File: src/rtl/pixcfg_pkg.sv
package pixcfg_pkg;

  localparam int MODE_W = 3;
  localparam int SEL_W  = 6;
  localparam int REF_W  = 3;

  typedef enum logic [MODE_W-1:0] {
    MODE_RUN    = 3'b000,
    MODE_MON    = 3'b001,
    MODE_INJ    = 3'b010,
    MODE_CAL_LO = 3'b011,
    MODE_CAL_HI = 3'b100,
    MODE_SPR_A  = 3'b101,
    MODE_SPR_B  = 3'b110,
    MODE_OFF    = 3'b111
  } mode_e;

  // test_sel bit positions
  localparam int SEL_RUN    = 0;
  localparam int SEL_MON    = 1;
  localparam int SEL_INJ    = 2;
  localparam int SEL_CAL_LO = 3;
  localparam int SEL_CAL_HI = 4;
  localparam int SEL_OFF    = 5;

  // ref_sel bit positions
  localparam int REF_THR  = 0;
  localparam int REF_BASE = 1;
  localparam int REF_GND  = 2;

  typedef struct packed {
    logic [SEL_W-1:0] test_sel;
    logic [REF_W-1:0] ref_sel;
    logic             cnt_conn;
  } ctrl_t;

endpackage

File: src/rtl/pixcfg_chain.sv
module pixcfg_chain #(
  parameter int N = 11
) (
  input  logic         clk,
  input  logic         rst_n,
  input  logic         shift_en,
  input  logic         sin,
  output logic [N-1:0] chain_q
);

  logic [N-1:0] chain_d;

  // one stage per bit, each with its own enable and clear
  for (genvar k = 0; k < N; k++) begin : g_stage
    if (k == 0) begin : g_head
      always_comb chain_d[k] = shift_en ? sin : chain_q[k];
    end else begin : g_body
      always_comb chain_d[k] = shift_en ? chain_q[k-1] : chain_q[k];
    end

    always_ff @(posedge clk or negedge rst_n) begin
      if (!rst_n) chain_q[k] <= 1'b0;
      else        chain_q[k] <= chain_d[k];
    end
  end


  chain_hold_chk: assert property (@(posedge clk) disable iff (!rst_n)
    !shift_en |=> $stable(chain_q));


  chain_move_chk: assert property (@(posedge clk) disable iff (!rst_n)
    shift_en |=> (chain_q[N-1:1] == $past(chain_q[N-2:0])) && (chain_q[0] == $past(sin)));

endmodule

File: src/rtl/pixcfg_shadow.sv
module pixcfg_shadow #(
  parameter int N = 11
) (
  input  logic         clk,
  input  logic         rst_n,
  input  logic         load_en,
  input  logic [N-1:0] cfg_in,
  output logic [N-1:0] held_q
);

  logic [N-1:0] held_d;

  always_comb begin
    held_d = held_q;
    if (load_en) held_d = cfg_in;
  end

  always_ff @(posedge clk or negedge rst_n) begin
    if (!rst_n) held_q <= '0;
    else        held_q <= held_d;
  end


  shadow_hold_chk: assert property (@(posedge clk) disable iff (!rst_n)
    !load_en |=> $stable(held_q));


  shadow_load_chk: assert property (@(posedge clk) disable iff (!rst_n)
    load_en |=> held_q == $past(cfg_in));

endmodule

File: src/rtl/pixcfg_decode.sv
module pixcfg_decode
  import pixcfg_pkg::*;
(
  input  logic [MODE_W-1:0] mode_code,
  output ctrl_t             ctrl
);

  always_comb begin
    ctrl          = '0;
    ctrl.cnt_conn = 1'b0;
    unique case (mode_e'(mode_code))
      MODE_MON: begin
        ctrl.test_sel[SEL_MON] = 1'b1;
        ctrl.ref_sel[REF_THR]  = 1'b1;
      end
      MODE_INJ: begin
        ctrl.test_sel[SEL_INJ] = 1'b1;
        ctrl.ref_sel[REF_THR]  = 1'b1;
        ctrl.cnt_conn          = 1'b1;
      end
      MODE_CAL_LO: begin
        ctrl.test_sel[SEL_CAL_LO] = 1'b1;
        ctrl.ref_sel[REF_BASE]    = 1'b1;
      end
      MODE_CAL_HI: begin
        ctrl.test_sel[SEL_CAL_HI] = 1'b1;
        ctrl.ref_sel[REF_BASE]    = 1'b1;
      end
      MODE_OFF: begin
        ctrl.test_sel[SEL_OFF] = 1'b1;
        ctrl.ref_sel[REF_GND]  = 1'b1;
      end
      default: begin
        // normal, and the two unused codes fall back to it
        ctrl.test_sel[SEL_RUN] = 1'b1;
        ctrl.ref_sel[REF_THR]  = 1'b1;
        ctrl.cnt_conn          = 1'b1;
      end
    endcase
  end

endmodule

File: src/rtl/pixcfg_reg.sv
module pixcfg_reg
  import pixcfg_pkg::*;
#(
  parameter int TRIM_W = 4
) (
  input  logic              clk,
  input  logic              rst_n,
  input  logic              shift_en,
  input  logic              sin,
  input  logic              load_en,
  output logic              sout,
  output logic [TRIM_W-1:0] trim_lo,
  output logic [TRIM_W-1:0] trim_hi,
  output logic [SEL_W-1:0]  test_sel,
  output logic [REF_W-1:0]  ref_sel,
  output logic              cnt_conn
);

  localparam int CFG_W   = 2 * TRIM_W + MODE_W;
  localparam int LO_LSB  = 0;
  localparam int HI_LSB  = TRIM_W;
  localparam int MD_LSB  = 2 * TRIM_W;

  // reset: asserts at once, releases on the clock
  logic rst_s1_q, rst_s2_q;
  always_ff @(posedge clk or negedge rst_n) begin
    if (!rst_n) begin
      rst_s1_q <= 1'b0;
      rst_s2_q <= 1'b0;
    end else begin
      rst_s1_q <= 1'b1;
      rst_s2_q <= rst_s1_q;
    end
  end

  logic [CFG_W-1:0]  chain_q;
  logic [CFG_W-1:0]  held_q;
  logic [MODE_W-1:0] mode_code;
  ctrl_t             ctrl;

  pixcfg_chain #(.N(CFG_W)) u_chain (
    .clk      (clk),
    .rst_n    (rst_s2_q),
    .shift_en (shift_en),
    .sin      (sin),
    .chain_q  (chain_q)
  );

  pixcfg_shadow #(.N(CFG_W)) u_shadow (
    .clk     (clk),
    .rst_n   (rst_s2_q),
    .load_en (load_en),
    .cfg_in  (chain_q),
    .held_q  (held_q)
  );

  assign mode_code = held_q[MD_LSB +: MODE_W];

  pixcfg_decode u_decode (
    .mode_code (mode_code),
    .ctrl      (ctrl)
  );

  assign sout     = chain_q[CFG_W-1];
  assign trim_lo  = held_q[LO_LSB +: TRIM_W];
  assign trim_hi  = held_q[HI_LSB +: TRIM_W];
  assign test_sel = ctrl.test_sel;
  assign ref_sel  = ctrl.ref_sel;
  assign cnt_conn = ctrl.cnt_conn;


  sel_onehot_chk: assert property (@(posedge clk) disable iff (!rst_s2_q)
    $countones(test_sel) == 1);


  ref_onehot_chk: assert property (@(posedge clk) disable iff (!rst_s2_q)
    $countones(ref_sel) == 1);


  off_ground_chk: assert property (@(posedge clk) disable iff (!rst_s2_q)
    test_sel[SEL_OFF] |-> ref_sel[REF_GND] && !cnt_conn);


  trim_stable_chk: assert property (@(posedge clk) disable iff (!rst_s2_q)
    !load_en |=> $stable(trim_lo) && $stable(trim_hi) && $stable(test_sel));

endmodule

File: config.mk
export PLATFORM = sky130hd
export DESIGN_NAME = pixcfg_reg
export DESIGN_NICKNAME = d
export VERILOG_FILES = /design/src/rtl/pixcfg_pkg.sv /design/src/rtl/pixcfg_chain.sv /design/src/rtl/pixcfg_shadow.sv /design/src/rtl/pixcfg_decode.sv /design/src/rtl/pixcfg_reg.sv
export SDC_FILE = /design/constraint.sdc
export NUM_CORES = 1
export LEC_CHECK = 0
export CORE_AREA = 2 2 58 47
export DETAILED_ROUTE_END_ITERATION = 6
export DIE_AREA = 0 0 60 49
export GPL_TIMING_DRIVEN = 0
export PLACE_DENSITY_LB_ADDON = 0.2
export SYNTH_ARGS = -nofsm -noshare
export SYNTH_HDL_FRONTEND = slang
export SYNTH_HIERARCHICAL = 1
export SYNTH_SLANG_ARGS = --single-unit
File: constraint.sdc
create_clock -name clk -period 1.4 [get_ports clk]
set_input_delay 0.28 -clock clk [delete_from_list [all_inputs] [get_ports clk]]
set_output_delay 0.28 -clock clk [all_outputs]
set_load 0.1 [all_outputs]
==> qor.yml <==
cell_types_with_the_largest_area_share_after_synthesis: "dfrtp_1, mux2_4, buf_6"
max_clock_freq_ghz: 0.573
path_clk_slew_ps: 130
fin_skew_ps: 11.6
synth.yosys.seq_area_share_pct: 55.6
detailed_place.area_sq_um: 1390
ios: 24
grt_max_degree: 23
grt_first_pass_wirelength_mm: 2.86
cts-buffers-inserted: 3
cp-start-kind: "flop"
synth_enable_flop_cells: 0
drtIter0Drc: 19
async_reset_ff_share_pct: 100
numPlacedInstances: 125
setup.reg_to_reg.worst_slack_ps: 380
syn_area_sq_um: 1080
setup.worst_path.start: "u_shadow/held_q[8]"
io_buffers: 23
layout-drive-gt1-share_pct: 67.7
synth_top_area_share_pct: 55.6
die_height_microns: 49
crit_arrival_ps: 1470
grt_overflow: 0
report.final.hold_viol_count: 0
worstPathCellList: "buf_6 > nor3b_4 > o21bai_4 > buf_12"
worstReg2RegStart: "u_shadow/held_q[9]"
postSynthAreaPerCell_sq_um: 16.4
multiInputGateArea_sq_um: 463
rsz_0062_raised_after_global_routing: "true"
design_area_sq_um: 1530
floorplan.rows: 16
yosys_most_used_dff: "dfrtp_1"
nFillCells: 188
final_nets: 105
yosysUniqueCellTypes: 18
max-slew-margin-rel_pct: 41.5
flow.area_growth_from_synthesis_pct: 42.1
worst_r2r_path_cells: 3
route.vias.total: 596
crit_type: "flop to primary output"
timing_worst_slew_pin_value_ps: 877
initial_utilization_pct: 44.6
clockBufferDepth: 2
clock_tree_from_tritoncts: "done"
cts.sinks: 24
hpwlAfterDp_mm: 1.17
wl_per_cell_microns: 13.1
worst_path_dominant_cell_family: "flip-flops"
fp.coreArea_sq_um: 2420
maxCapViolCount: 0
hold_path.class: "input pin to async pin"
antenna_cells_inserted: 0
initial_antenna_violation_count: 0
yosys-top-cells-count: "dfrtp_1, mux2_4, buf_4, buf_6"
finalWeightedCongestion: 0.667
synth-warning-count: 6
design.die.area_sq_um: 2940
cts_root_buffer: "clkbuf_4"
detail_route.wirelength_mm: 1.77
global_route.usage.total_pct: 13.1
critical_path.n_buffers_inverters: 2
syn_inst: 66
final-setup-viol-count: 10
insertion_delay_to_the_later_sink_of_the_worst_skew_pair_ps: 320
viasPerCell: 4.41
yosysMostFrequentCell: "dfrtp_1"
violated_checks: "setup timing"
post_synthesis_net_count: 71
htreeDepth: 1
timing.final.crit_share_pct: 125
crit_path_max_incr_delay_ps: 410
worstPathMaxFanout: 9
netlist.top_cell.by_area: "dfrtp_1"
slew_viol_final: 0
layoutNonFillerInstCount: 135
result_of_the_run: "complete, but fails checks"
drc: 0
pre_antenna_drt_iters: 4
yosys_register_bits: 24
period_minus_slack_ps: 1750
crit_path_top_delay_cell: "dfrtp_1"
setup_slack_ps: -346
worstReg2RegEnd: "u_shadow/held_q[9]"
antenna_violating_nets_post_route: 0
final-seq-area_sq_um: 601
crit_path_end_kind: "primary output"
critical_path_required_ps: 1120
fin_hold_ws_ps: 117
grt_pass1_vias: 600
die_x_microns: 60
[metrics by stage]
stage / worst slack [ps] / utilization [%] / setup TNS (ps)
global route: -407 / 63.3 / -3220
global placement: -906 / 57.5 / -11130
CTS: -365 / 61.2 / -2900
floorplan: -766 / - / -4510
detailed placement: -944 / 57.5 / -11310
finish: -346 / 63.3 / -2640
[logic make-up (layout without fill, tap and decap cells)]
logic type                Yosys count  count (layout)  share of synthesized area (%)
DFF                                24              24                           55.6
xor gates and xnor gates            2               2                           1.62
muxes                              22              22                           29.9
and+or+nand+nor                     8               8                           5.45
other                               1               1                          0.347
AOI/OAI and AO/OA                   3               3                           1.85
buffers and inverters               6              39                           5.21
[layer usage]
| layer | track usage (%) | vias to the layer above | share of wire [%] |
|---|---|---|---|
| li1 | - | 286 | - |
| met1 | 19.4 | 295 | 47 |
| met2 | 18.1 | 15 | 48 |
| met3 | 4.77 | 0 | 4.8 |
| met4 | 3.33 | 0 | 0 |
| met5 | 0 | - | 0 |
[cell type report]
type	count	area share, %
timing repair buffer	29	21.2
clock buffer	4	2.37
buffer	6	4.16
tap	36	2.94
sequential	24	39.2
multi-input combinational	36	30.2
[worst max path at each step]
stage	end	slack (ps)	cells after the start
2_1_floorplan	ref_sel[1]	-770	3
3_3_place_gp	ref_sel[1]	-910	4
3_5_place_dp	ref_sel[1]	-940	4
4_1_cts	ref_sel[1]	-370	4
5_1_grt	ref_sel[1]	-410	4
6_report	ref_sel[1]	-350	4
[repair_timing]
action	4_1_cts	5_1_grt
endpoints found under the hold margin	0	0
buffers inserted	3	3
endpoints found under the setup margin	19	11
hold buffers	0	0
resized for setup	133	8
pin swaps	4	3
gates cloned	0	0
[sequential cells by signal, indices dropped and copies added (netlist names)]
signal,cells
rst_s2_q,1
u_chain/chain_q,11
u_shadow/held_q,11
rst_s1_q,1
[placed cells by master (no fill, tap or decap)]
cell type | synthesis | routed
nor2b_2 | 0 | 1
xor2_1 | 1 | 1
xnor2_2 | 0 | 1
a21oi_2 | 0 | 1
o21bai_4 | 0 | 1
clkbuf_8 | 0 | 1
mux2_4 | 20 | 20
buf_12 | 0 | 6
conb_1 | 1 | 1
a21o_2 | 0 | 1
nor3_1 | 1 | 1
nor3b_4 | 1 | 1
mux2_2 | 2 | 2
and3_2 | 0 | 1
dfrtp_1 | 24 | 24
nand2_1 | 1 | 1
buf_4 | 3 | 15
nor2_2 | 0 | 1
nor3b_2 | 0 | 2
buf_8 | 0 | 2
clkdlybuf4s50_1 | 0 | 4
buf_6 | 3 | 7
clkbuf_4 | 0 | 4
Power is left out: the tool's default activity adds up to more than one toggle a clock period on the data nets, which glitch-free logic cannot reach.
